[config.mk]
export PLATFORM = sky130hd
export DESIGN_NAME = xpt_par_ctrl
export DESIGN_NICKNAME = d
export VERILOG_FILES = /design/src/rtl/xpt_pkg.sv /design/src/rtl/xpt_sync_edge.sv /design/src/rtl/xpt_master_bank.sv /design/src/rtl/xpt_slave_bank.sv /design/src/rtl/xpt_par_ctrl.sv
export SDC_FILE = /design/constraint.sdc
export NUM_CORES = 1
export LEC_CHECK = 0
export ABC_AREA = 1
export BUFFER_PORTS_ARGS = -buffer_cell sky130_fd_sc_hd__buf_2
export CORE_AREA = 2 2 148 107
export CTS_BUF_LIST = sky130_fd_sc_hd__clkbuf_16
export DETAILED_ROUTE_END_ITERATION = 6
export DIE_AREA = 0 0 150 109
export GPL_TIMING_DRIVEN = 0
export HOLD_SLACK_MARGIN = 0.15
export PLACE_DENSITY = 0.42
export SLEW_MARGIN = 5
export SYNTH_ARGS = -nofsm -noshare
export SYNTH_HDL_FRONTEND = slang
export SYNTH_HIERARCHICAL = 1
export SYNTH_SLANG_ARGS = --single-unit
[constraint.sdc]
create_clock -name clk -period 3.7 [get_ports clk]
set_input_delay 0.74 -clock clk [delete_from_list [all_inputs] [get_ports clk]]
set_output_delay 0.74 -clock clk [all_outputs]
set_load 0.05 [all_outputs]
[src/rtl/xpt_pkg.sv]
package xpt_pkg;
  localparam int CODE_W   = 4;
  localparam int CODE_GND = 8;
  localparam int CMD_DIS1 = 11;
  localparam int CMD_EN1  = 12;
  localparam int CMD_DISA = 13;
  localparam int CMD_ENA  = 14;
  localparam int CMD_SWL  = 15;

  function automatic logic is_route(input logic [CODE_W-1:0] c);
    return c <= CODE_W'(CODE_GND);
  endfunction

  function automatic logic is_gnd(input logic [CODE_W-1:0] c);
    return c == CODE_W'(CODE_GND);
  endfunction

  function automatic logic [CODE_W-2:0] to_sel(input logic [CODE_W-1:0] c);
    return c[CODE_W-1] ? '0 : c[CODE_W-2:0];
  endfunction
endpackage

[src/rtl/xpt_sync_edge.sv]
module xpt_sync_edge #(
  parameter int STAGES = 2
) (
  input  logic clk,
  input  logic rst_n,
  input  logic d_i,
  output logic lvl_o,
  output logic rise_o
);
  logic [STAGES:0] sh_q;

  always_ff @(posedge clk or negedge rst_n) begin
    if (!rst_n) sh_q <= '0;
    else        sh_q <= {sh_q[STAGES-1:0], d_i};
  end

  assign lvl_o  = sh_q[STAGES-1];
  assign rise_o = sh_q[STAGES-1] & ~sh_q[STAGES];
endmodule

[src/rtl/xpt_master_bank.sv]
module xpt_master_bank
  import xpt_pkg::*;
#(
  parameter int N_OUT  = 8,
  parameter int ADDR_W = $clog2(N_OUT)
) (
  input  logic                          clk,
  input  logic                          rst_n,
  input  logic                          load_i,
  input  logic [ADDR_W-1:0]             addr_i,
  input  logic [CODE_W-1:0]             code_i,
  output logic [N_OUT-1:0][CODE_W-1:0]  mst_o
);
  always_ff @(posedge clk or negedge rst_n) begin
    if (!rst_n)      mst_o <= '0;
    else if (load_i) mst_o[addr_i] <= code_i;
  end

  // staging only changes on a routing load
  p_master_hold_r2: assert property (@(posedge clk) disable iff (!rst_n)
    !load_i |=> $stable(mst_o));
endmodule

[src/rtl/xpt_slave_bank.sv]
module xpt_slave_bank
  import xpt_pkg::*;
#(
  parameter int N_OUT = 8
) (
  input  logic                          clk,
  input  logic                          rst_n,
  input  logic                          xfer_i,
  input  logic [N_OUT-1:0][CODE_W-1:0]  mst_i,
  output logic [N_OUT-1:0][CODE_W-1:0]  slv_o
);
  always_ff @(posedge clk or negedge rst_n) begin
    if (!rst_n)      slv_o <= '0;
    else if (xfer_i) slv_o <= mst_i;
  end

  // routing is held between transfers
  p_slave_hold_r7: assert property (@(posedge clk) disable iff (!rst_n)
    !xfer_i |=> $stable(slv_o));
  // a transfer copies the staged codes exactly
  p_slave_copy_r8: assert property (@(posedge clk) disable iff (!rst_n)
    xfer_i |=> (slv_o == $past(mst_i)));
endmodule

[src/rtl/xpt_par_ctrl.sv]
module xpt_par_ctrl
  import xpt_pkg::*;
#(
  parameter int N_OUT  = 8,
  parameter int STAGES = 2,
  localparam int ADDR_W = $clog2(N_OUT),
  localparam int SEL_W  = CODE_W - 1
) (
  input  logic                    clk,
  input  logic                    rst_n,
  input  logic                    wr_i,
  input  logic                    wr_ce_n_i,
  input  logic                    wr_ce_i,
  input  logic [ADDR_W-1:0]       addr_i,
  input  logic [CODE_W-1:0]       nib_i,
  input  logic                    latch_i,
  input  logic                    edge_mode_i,
  output logic [N_OUT*SEL_W-1:0]  sel_o,
  output logic [N_OUT-1:0]        gnd_o,
  output logic [N_OUT-1:0]        en_o
);
  logic wr_lvl, wr_rise, lat_lvl, lat_rise;
  logic wr_ev, load, sw_latch, xfer;
  logic [N_OUT-1:0][CODE_W-1:0] mst_q, slv_q;
  logic [N_OUT-1:0] en_q;

  xpt_sync_edge #(.STAGES(STAGES)) u_wr_sync (
    .clk(clk), .rst_n(rst_n), .d_i(wr_i), .lvl_o(wr_lvl), .rise_o(wr_rise));
  xpt_sync_edge #(.STAGES(STAGES)) u_lat_sync (
    .clk(clk), .rst_n(rst_n), .d_i(latch_i), .lvl_o(lat_lvl), .rise_o(lat_rise));

  // Decoded write events
  assign wr_ev    = wr_rise & ~wr_ce_n_i & wr_ce_i;
  assign load     = wr_ev & is_route(nib_i);
  assign sw_latch = wr_ev & (nib_i == CODE_W'(CMD_SWL)) & lat_lvl;
  assign xfer     = edge_mode_i ? (lat_rise | sw_latch) : (~lat_lvl | sw_latch);

  xpt_master_bank #(.N_OUT(N_OUT)) u_master (
    .clk(clk), .rst_n(rst_n), .load_i(load), .addr_i(addr_i),
    .code_i(nib_i), .mst_o(mst_q));

  xpt_slave_bank #(.N_OUT(N_OUT)) u_slave (
    .clk(clk), .rst_n(rst_n), .xfer_i(xfer), .mst_i(mst_q), .slv_o(slv_q));

  // Enable flags: commands act on the write edge regardless of latch
  always_ff @(posedge clk or negedge rst_n) begin
    if (!rst_n) en_q <= '0;
    else if (wr_ev) begin
      case (nib_i)
        CODE_W'(CMD_DIS1): en_q[addr_i] <= 1'b0;
        CODE_W'(CMD_EN1):  en_q[addr_i] <= 1'b1;
        CODE_W'(CMD_DISA): en_q <= '0;
        CODE_W'(CMD_ENA):  en_q <= '1;
        default: ;
      endcase
    end
  end

  for (genvar k = 0; k < N_OUT; k++) begin : g_out
    assign sel_o[k*SEL_W +: SEL_W] = to_sel(slv_q[k]);
    assign gnd_o[k]                = is_gnd(slv_q[k]);
  end
  assign en_o = en_q;

  // command nibbles never reach the staging registers
  p_cmd_not_stored_r3: assert property (@(posedge clk) disable iff (!rst_n)
    (wr_ev && nib_i > CODE_W'(CODE_GND)) |=> $stable(mst_q));
  // enables move only on an accepted enable/disable command
  p_en_only_cmd_r5: assert property (@(posedge clk) disable iff (!rst_n)
    !(wr_ev && nib_i >= CODE_W'(CMD_DIS1) && nib_i <= CODE_W'(CMD_ENA))
      |=> $stable(en_q));
  // no strobe is accepted while chip enables are inactive
  p_gate_r1: assert property (@(posedge clk) disable iff (!rst_n)
    (wr_ce_n_i || !wr_ce_i) |=> ($stable(en_q) && $stable(mst_q)));
endmodule

# Yosys cells after proc, flatten, opt, wreduce, memory -nomap -nowiden
# Cells that the tools add are included.
# W data, S select, Z words.
[totals]
regBits = 78
in_bits = 14
word_cells = 69
[classes]
order_cmp = 3
n_eq_ne = 13
muxes = 15
bitwise_logic = 16
n_reduce_logical = 3
[op_table]
columns = ["operator", "count"]
rows = [
  ["$eq A4 B4 Y1 const B", 13],
  ["$bwmux W32", 1],
  ["$pmux W8 S4", 1],
  ["$mux W3", 8],
  ["$demux W4 S3", 1],
  ["$and A8 B8 Y8", 1],
  ["$not A8 Y8", 1],
  ["$or A8 B8 Y8", 1],
  ["$and A1 B1 Y1", 7],
  ["$le A4 B4 Y1 const B", 1],
  ["$lt A3 B4 Y1 const B", 1],
  ["$mux W4", 1],
  ["$not A1 Y1", 4],
  ["$reduce_bool A4 Y1", 1],
  ["$demux W1 S3", 1],
  ["$ge A3 B1 Y1 const B", 1],
  ["$mux W1", 2],
  ["$or A1 B1 Y1", 2],
  ["$reduce_and A2 Y1", 1],
  ["$logic_and A1 B1 Y1", 1],
]

# Longest topological paths before layout
# Gate-level depths: netlist (run 1).
[depth]
word_depth = 8
mapped_depth = 11
ltp_nobuf = 11

# Cells and area by module
# Netlist (run 1), hierarchy kept.
[by_module_without_submodules]
columns = ["module", "n_inst", "cells_per_inst", "area_per_inst_um2", "seq_area_each_um2"]
rows = [
  ["xpt_master_bank", 1, 160, 1330.0, 800.8],
  ["xpt_slave_bank", 1, 136, 1292.5, 800.8],
  ["xpt_par_ctrl", 1, 170, 883.3, 200.2],
  ["xpt_sync_edge", 2, 5, 85.1, 75.1],
]

# Least setup slack after synthesis (run 1)
# Ideal clock, no wire load.
[synth_timing]
path_kind = "reg-to-output"
startpoint = "register u_slave/slv_o[25] in the netlist's numbering"
endpoint = "output port gnd_o[6]"
arrival_ps = 1521
t_required_ps = 2960
path_slack_ps = 1439
stages_incl_launch_ff = 4
cell_sequence = "dfrtp_1 > inv_1 > nand2_1 > nor3_1"
[synth_between]
elab_chain_cells = 1
[synth_rtl]
columns = ["element", "line", "rtl"]
rows = [
  ["from (decl)", "xpt_slave_bank.sv:10", "output logic [N_OUT-1:0][CODE_W-1:0] slv_o"],
  ["from (signal assigned)", "xpt_slave_bank.sv:14", "else if (xfer_i) slv_o <= mst_i;"],
  ["$eq A4 B4 Y1", "xpt_pkg.sv:15", "return c == CODE_W'(CODE_GND);"],
  ["to (decl)", "xpt_par_ctrl.sv:19", "output logic [N_OUT-1:0] gnd_o,"],
]
# No other way between the ends.

# Final worst setup path (run 1)
[layout_timing]
startpoint = "register u_slave/slv_o[9] in the netlist's numbering"
endpoint = "output port gnd_o[2]"
# The elaborated chain is that of the path after synthesis.

==> results of run 1 <==
synth_stat cells, drive strengths merged:
cell	n	area, um2
clkbuf	7	56.30
nor2	48	200.2
dfrtp	78	1952
nand3	30	150.1
o21ai	1	5.000
nor3	8	40.04
nand4	1	6.260
nand2	255	1012
o211ai	1	7.510
a21oi	1	16.27
inv	40	157.6
buf	6	72.57
power groups by stage:
stage	registers, mW	clock network, mW	logic [mW]
after global routing	0.991	0.845	0.442
after detailed placement	0.995	0	0.404
after CTS	0.980	0.812	0.404
after floorplan	1.00	0	0.276
after global placement	0.994	0	0.397
final	0.979	0.775	0.397
registers in the layout (all words and copies together), names as in the netlist:
register,flops
u_lat_sync/sh_q,3
en_o,8
u_wr_sync/sh_q,3
u_slave/slv_o,32
u_master/mst_o,32
worst max-delay path, delay by kind of cell (launching register included):
family | cells | cell delay, ns
flops | 1 | 0.38
simple gates | 2 | 0.19
buf+inv | 2 | 0.36
layout make-up:
class | count | area (um2)
multi-input cells | 345 | 1438
inverters | 40 | 157.7
clock inverters | 7 | 33.78
plain buffers | 13 | 128.9
clock buffers | 9 | 225.2
repair buffers | 53 | 290.3
fillers | 1673 | 10550
well taps | 200 | 250.2
flip-flops and latches | 78 | 1952
worst min-delay path by stage:
| stage | start | to | cells after the start |
|---|---|---|---|
| floorplan | u_lat_sync/sh_q[0] | u_lat_sync/sh_q[1] | 0 |
| global placement | u_lat_sync/sh_q[0] | u_lat_sync/sh_q[1] | 0 |
| detailed placement | u_lat_sync/sh_q[0] | u_lat_sync/sh_q[1] | 0 |
| CTS | rst_n | u_slave/slv_o[7] | 1 |
| global route | rst_n | u_slave/slv_o[4] | 1 |
| finish | rst_n | u_slave/slv_o[4] | 1 |
layer usage:
metal	vias up	routed length [um]	GRT usage, %
li1	1563	-	-
met1	1396	4600	16.44
met2	54	3691	18.33
met3	10	449	4.268
met4	0	118	4.043
met5	-	0	0
layout by cell type (no fill, tap or decap):
master / Yosys / final
nand2_1: 237 / 237
dfrtp_1: 78 / 78
buf_2: 0 / 51
nor2_1: 42 / 42
inv_1: 37 / 39
nand3_1: 30 / 30
nand2_2: 16 / 16
clkbuf_16: 0 / 9
nor3_1: 8 / 8
nor2_2: 5 / 5
buf_6: 4 / 4
clkbuf_1: 4 / 4
clkinv_1: 0 / 3
clkbuf_8: 3 / 3
nand2_4: 2 / 2
inv_2: 2 / 2
clkinvlp_4: 0 / 2
buf_4: 1 / 2
o21ai_0: 1 / 1
nand4_1: 1 / 1
o211ai_1: 1 / 1
a21oi_4: 1 / 1
buf_16: 0 / 1
nor2_4: 1 / 1
inv_8: 1 / 1
buf_12: 1 / 1
per-stage QoR:
stage | util (%) | cell area, um2
floorplan | - | 3676
global placement | 27.86 | 4187
detailed placement | 28.06 | 4217
finish | 29.79 | 4476
global route | 29.79 | 4476
CTS | 29.79 | 4476
cells by family after synthesis:
kind of cell	count (synthesis)
and+or+nand+nor	342
DFF	78
buffers and inverters	53
AOI/OAI and AO/OA	3
==> metrics.md, run 1 <==
| Metric | Value |
|---|---|
| IO Pins | `54` |
| Post-DP HPWL | `6.321 mm` |
| Via Count | `3,023` |
| Skew-Pair Late Insertion Delay | `0.34 ns` |
| Synth Area in Compound Gates | `0.7828%` |
| R2R Setup Slk | `1.83 ns` |
| Crit. End Element | `output pin` |
| Post-route minimum period | `2.018 ns` |
| Peak VDD IR | `0.2100 mV` |
| Count of final max-slew check failures | `0` |
| Critical Setup Path Class | `flip-flop to output pin` |
| Synth Instances | `476` |
| Largest family of logic cells by synthesized area | `simple AND/OR/NAND/NOR gates` |
| Setup Skew | `0.005459 ns` |
| Synth Area per Inst | `7.723 um2` |
| R2r worst-path depth | `10` |
| Post_cts resized | `0` |
| Post-route clock period utilization | `54.53%` |
| Clock group share of total power | `36.0%` |
| Die area | `0.01635 mm2` |
| Post-Synthesis Net Count | `490` |
| Pwr Density | `480.6 mW/mm2` |
| Switching part of the total | `31.55%` |
| CTS max path bufs | `2` |
| Gr ovfl total | `0` |
| Worst rel slew slack | `57.89%` |
| NumNets Final | `554` |
| Placed Cells incl. Taps | `729` |
| Slew @ Worst Pin | `0.6293 ns` |
| Seq pwr share | `45.5%` |
| First-pass GRT wire length | `15.33 mm` |
| WL per Instance | `11.89 um` |
| Critical Path AT | `1.28 ns` |
| Initial antenna violation count | `1` |
| P_sw | `0.6787 mW` |
| CP max stage delay | `0.38 ns` |
| Max Clk Rate | `0.4956 GHz` |
| Simple-gate share of the synthesized area | `38.33%` |
| Post-route DRC | `0` |
| CTS tree | `done` |
| Crit path launch type | `flip-flop` |
| Share of cells above drive strength 1 | `18.53%` |
| Post-synthesis mux area share | `0%` |
| P&R area growth vs syn | `21.75%` |
| Post-Layout Cell Count | `745` |
| GPL Wtd Cong | `0.7566` |
| Die Y-Extent | `109 um` |
| Initial Util | `24.47%` |
| Setup TNS | `0 ns` |
| Power consumption | `2.151 mW` |
| FF-to-FF Start | `u_wr_sync/sh_q[2]` |
| Pint | `1.472 mW` |
| Final worst setup slack | `1.682 ns` |
| Iter 0 DRT Violations | `155` |
| Core box area | `0.01502 mm2` |
| GRT Total Usage | `12.20%` |
| Final wirelength | `8.859 mm` |
| Setup violators final | `0` |
| RSZ-0062 raised after global routing | `no` |
| Logic gate share of total power | `18.5%` |
| Sink Count | `78` |
| Crit path cell chain | `inv_1 -> nand2_1 -> nor3_1 -> buf_2` |
| Post-Syn Area | `0.003676 mm2` |
| Sequential area share after synthesis | `53.10%` |
| Worst Path Max Fanout | `2` |
| Yosys reg bits | `78` |
| Cts hold-fix bufs | `0` |
| Synth Area in XOR/XNOR | `0%` |
| Final Hold Fails | `0` |
| ANT nets after route | `0` |
| Max-capacitance violation count | `0` |
| Post-Synth Adder-Cell Area | `0%` |
| IO buf count | `52` |
| Worst Hold Class | `primary input to async pin` |
| Worst Path Required | `2.96 ns` |
| Worst R2R End | `u_master/mst_o[2]` |
| Pre-CTS WS | `1.448 ns` |
| Num rows | `38` |
| CP max-delay cell | `dfrtp_1` |
| Synth warn | `6` |
| Die X | `150 um` |
| Clock root buffer | `clkbuf_16` |
| Vias per inst | `4.058` |
| Vias in the first global route | `3,075` |
| Pin count of the biggest net entering global routing | `61` |
| Crit. Startpoint | `u_slave/slv_o[9]` |
| Synth cell types | `21` |
| Drt pass-1 iters | `5` |
| Post-CTS Setup Inserts | `0` |
| Lkg Pwr | `2.532 nW` |
| Diodes inserted | `0` |
| CP Capture Point | `gnd_o[2]` |
| H-Tree Level Count | `3` |
| Total CTS buffers | `9` |
| Clk slew on worst S/H paths | `0.06 ns` |
| Worst hold slack | `0.2805 ns` |
| Status | `finished clean` |
Power figures use the tool's default switching activity.
==> run 2, diff against run 1 <==
Clock period 3.7 ns to 1.94 ns, I/O delays scaled along.
==> run 2 against run 1 <==
First-iteration DRC count grew 7.7%. Power grew 91%. Register-to-register slack lost 1.6 ns. Clock-buffer cell count is the same. Sequential power grew 91%. Sequential cell count is the same. Utilization grew 0.38 points. Combinational power grew 93%. Die area is the same. Sequential share of layout area shrank 0.55 points. Setup slack lost 1.4 ns. Critical path type is now flip-flop to flip-flop.
==> metrics.md, run 2 (synthesis gave the netlist of run 1 again) <==
| Metric | Value |
|---|---|
| Status | `finished clean` |
| Worst Path Max Fanout | `10 (+8)` |
| Vias in the first global route | `3,071 (-0.13%)` |
| IO Pins | `54 (unchanged)` |
| Worst Path Required | `2.22 ns (-0.74 ns)` |
| First-pass GRT wire length | `15.32 mm (about the same)` |
| Pre-CTS WS | `0.02849 ns (-1.419 ns)` |
| Vias per inst | `4.057 (about the same)` |
| Register area | `0.001952 mm2 (unchanged)` |
| Count of final max-slew check failures | `0 (unchanged)` |
| Slew @ Worst Pin | `0.6320 ns (+0.002701 ns)` |
| H-Tree Level Count | `3 (unchanged)` |
| Switching part of the total | `31.54% (about the same)` |
| NumNets Final | `559 (+0.90%)` |
| Design area | `0.004533 mm2 (+1.3%)` |
| Diodes inserted | `0 (unchanged)` |
| Seq pwr share | `45.4% (about the same)` |
| Iter 0 DRT Violations | `167 (+7.7%)` |
| Total CTS buffers | `9 (unchanged)` |
| Hold Path End | `u_lat_sync/sh_q[1]` |
| Setup violators final | `0 (unchanged)` |
| Final wirelength | `8.871 mm (+0.14%)` |
| Logic gate share of total power | `18.6% (about the same)` |
| Max Clk Rate | `0.5954 GHz` |
| GRT Total Usage | `12.19% (about the same)` |
| Skew-Pair Late Insertion Delay | `0.34 ns (about the same)` |
| RSZ-0062 raised after global routing | `no` |
| CP bufs+invs | `3 (+1)` |
| Finished Core Util | `30.17% (+0.38 points)` |
| Peak VDD IR | `0.3952 mV (+88%)` |
| Post-route minimum period | `1.679 ns` |
| Pin count of the biggest net entering global routing | `61 (unchanged)` |
| FF-to-FF Start | `u_wr_sync/sh_q[2]` |
| Crit path cell chain | `nor2_2 -> nand2_1 -> nor2_4 -> inv_1 -> nor2_2 -> inv_1 -> nor2_4 -> buf_4 -> nand3_1 -> nand2_1` |
| Post-route clock period utilization | `86.57%` |
| Initial Util | `24.47% (unchanged)` |
| CTS tree | `done` |
| Die area | `0.01635 mm2 (unchanged)` |
| WL per Instance | `11.83 um (-0.53%)` |
| R2R Setup Slk | `0.26 ns (-1.57 ns)` |
| P&R area growth vs syn | `23.32%` |
| Clock root buffer | `clkbuf_16` |
| Via Count | `3,043 (+0.66%)` |
| Hold-critical path depth | `0` |
| Commonest non-fill, non-tap cell in the layout | `nand2_1` |
| Post-route DRC | `0 (unchanged)` |
| Final Hold Fails | `0 (unchanged)` |
| Core box area | `0.01502 mm2 (unchanged)` |
| Sink Count | `78 (unchanged)` |
| Die Y-Extent | `109 um (unchanged)` |
| Critical Setup Path Class | `flip-flop to flip-flop` |
| Clock group share of total power | `35.9% (about the same)` |
| CP Depth | `10 (+6)` |
| Setup Skew | `0.005496 ns (+0.00003697 ns)` |
| CTS max path bufs | `2 (unchanged)` |
| CP max-delay cell | `dfrtp_1` |
| Cell Area, Placed | `0.004217 mm2 (unchanged)` |
| Layout fillers | `1,670 (-0.18%)` |
| ANT nets after route | `0 (unchanged)` |
| CP delay by family, top | `simple AND/OR/NAND/NOR gates` |
| Min-delay src | `u_lat_sync/sh_q[0]` |
| Share of cells above drive strength 1 | `19.09% (+0.56 points)` |
| Crit. End Element | `flip-flop` |
| Gr ovfl total | `0 (unchanged)` |
| Die X | `150 um (unchanged)` |
| Final worst setup slack | `0.2605 ns (-1.422 ns)` |
| Worst Hold Class | `flip-flop to flip-flop` |
| Drt pass-1 iters | `4 (-1)` |
| CP max stage delay | `0.37 ns (about the same)` |
| Pint | `2.813 mW (+91%)` |
| Lkg Pwr | `2.554 nW (+0.87%)` |
| Num rows | `38 (unchanged)` |
| Initial antenna violation count | `1 (unchanged)` |
| R2r worst-path depth | `10 (unchanged)` |
| Crit. Startpoint | `u_wr_sync/sh_q[2]` |
| P_sw | `1.296 mW (+91%)` |
| Pwr Density | `906.5 mW/mm2 (+89%)` |
| Commonest non-fill, non-tap cells in the layout | `nand2_1, dfrtp_1, buf_2` |
| Max-capacitance violation count | `0 (unchanged)` |
| Worst R2R End | `u_master/mst_o[2]` |
| Critical Path AT | `1.96 ns (+0.68 ns)` |
| Worst rel slew slack | `57.71% (-0.18 points)` |
| Clk slew on worst S/H paths | `0.06 ns (about the same)` |
| Multi-input logic area | `0.001448 mm2 (+0.70%)` |
| GPL Wtd Cong | `0.7566 (unchanged)` |
| Post-DP HPWL | `6.321 mm (unchanged)` |
| Crit path launch type | `flip-flop` |
| IO buf count | `52 (unchanged)` |
## run 2: cell count changes in the layout (fill, tap and decap cells not counted), sizes merged
cell         change
dlygate4sd3      +3
buf              +2
## run 2: worst max-delay path by stage
stage	end	slack [ns]
2_1_floorplan	gnd_o[6]	0.03
3_3_place_gp	u_slave/slv_o[14]	-0.18
3_5_place_dp	u_master/mst_o[2]	0.03
4_1_cts	u_master/mst_o[2]	0.02
5_1_grt	u_master/mst_o[16]	0.04
6_report	u_master/mst_o[2]	0.26
## run 2: cell type report
type / count / area share, %
buffer: 13 / 2.843
clock buffer: 9 / 4.968
clock inverter: 7 / 0.7452
inverter: 40 / 3.533
multi-input combinational: 345 / 31.93
sequential: 78 / 43.06
tap: 200 / 5.520
timing repair buffer: 58 / 7.397
## run 2: routing by layer
layer | wire length, um | up-vias | global-route usage [%]
met2 | 3694 | 58 | 18.33
met3 | 542 | 9 | 4.226
met5 | 0 | - | 0
li1 | - | 1573 | -
met1 | 4518 | 1403 | 16.44
met4 | 116 | 0 | 4.043
## run 2: power by group through the flow
stage	Combinational, mW	Sequential, mW	Clock [mW]
global placement	0.757	1.89	0
CTS	0.776	1.87	1.55
detailed placement	0.770	1.90	0
finish	0.765	1.87	1.48
floorplan	0.526	1.91	0
global route	0.851	1.89	1.61
## run 2: repair_timing
| item | CTS | global route |
|---|---|---|
| buffers inserted | 0 | 2 |
| hold buffers | 3 | 0 |
| hold endpoints to repair | 20 | 0 |
| gates resized for setup | 0 | 4 |
| endpoints found under the setup margin | 0 | 32 |
## run 2: worst reg2reg max path, cell delays in order, from the launching register on
cell and delay (ns):
dfrtp_1 0.37, nor2_2 0.10, nand2_1 0.08, nor2_4 0.12, inv_1 0.10, nor2_2 0.17
inv_1 0.09, nor2_4 0.19, buf_4 0.20, nand3_1 0.08, nand2_1 0.10
## run 2: stage by stage
step	instances	total power, mW	hold slack [ns]	setup TNS [ns]
floorplan	476	2.435	0.09241	0
finish	750	4.109	0.3479	0
CTS	748	4.194	0.3481	0
global placement	728	2.652	0.3335	-13.71
detailed placement	729	2.667	0.2942	0
global route	750	4.352	0.3558	0
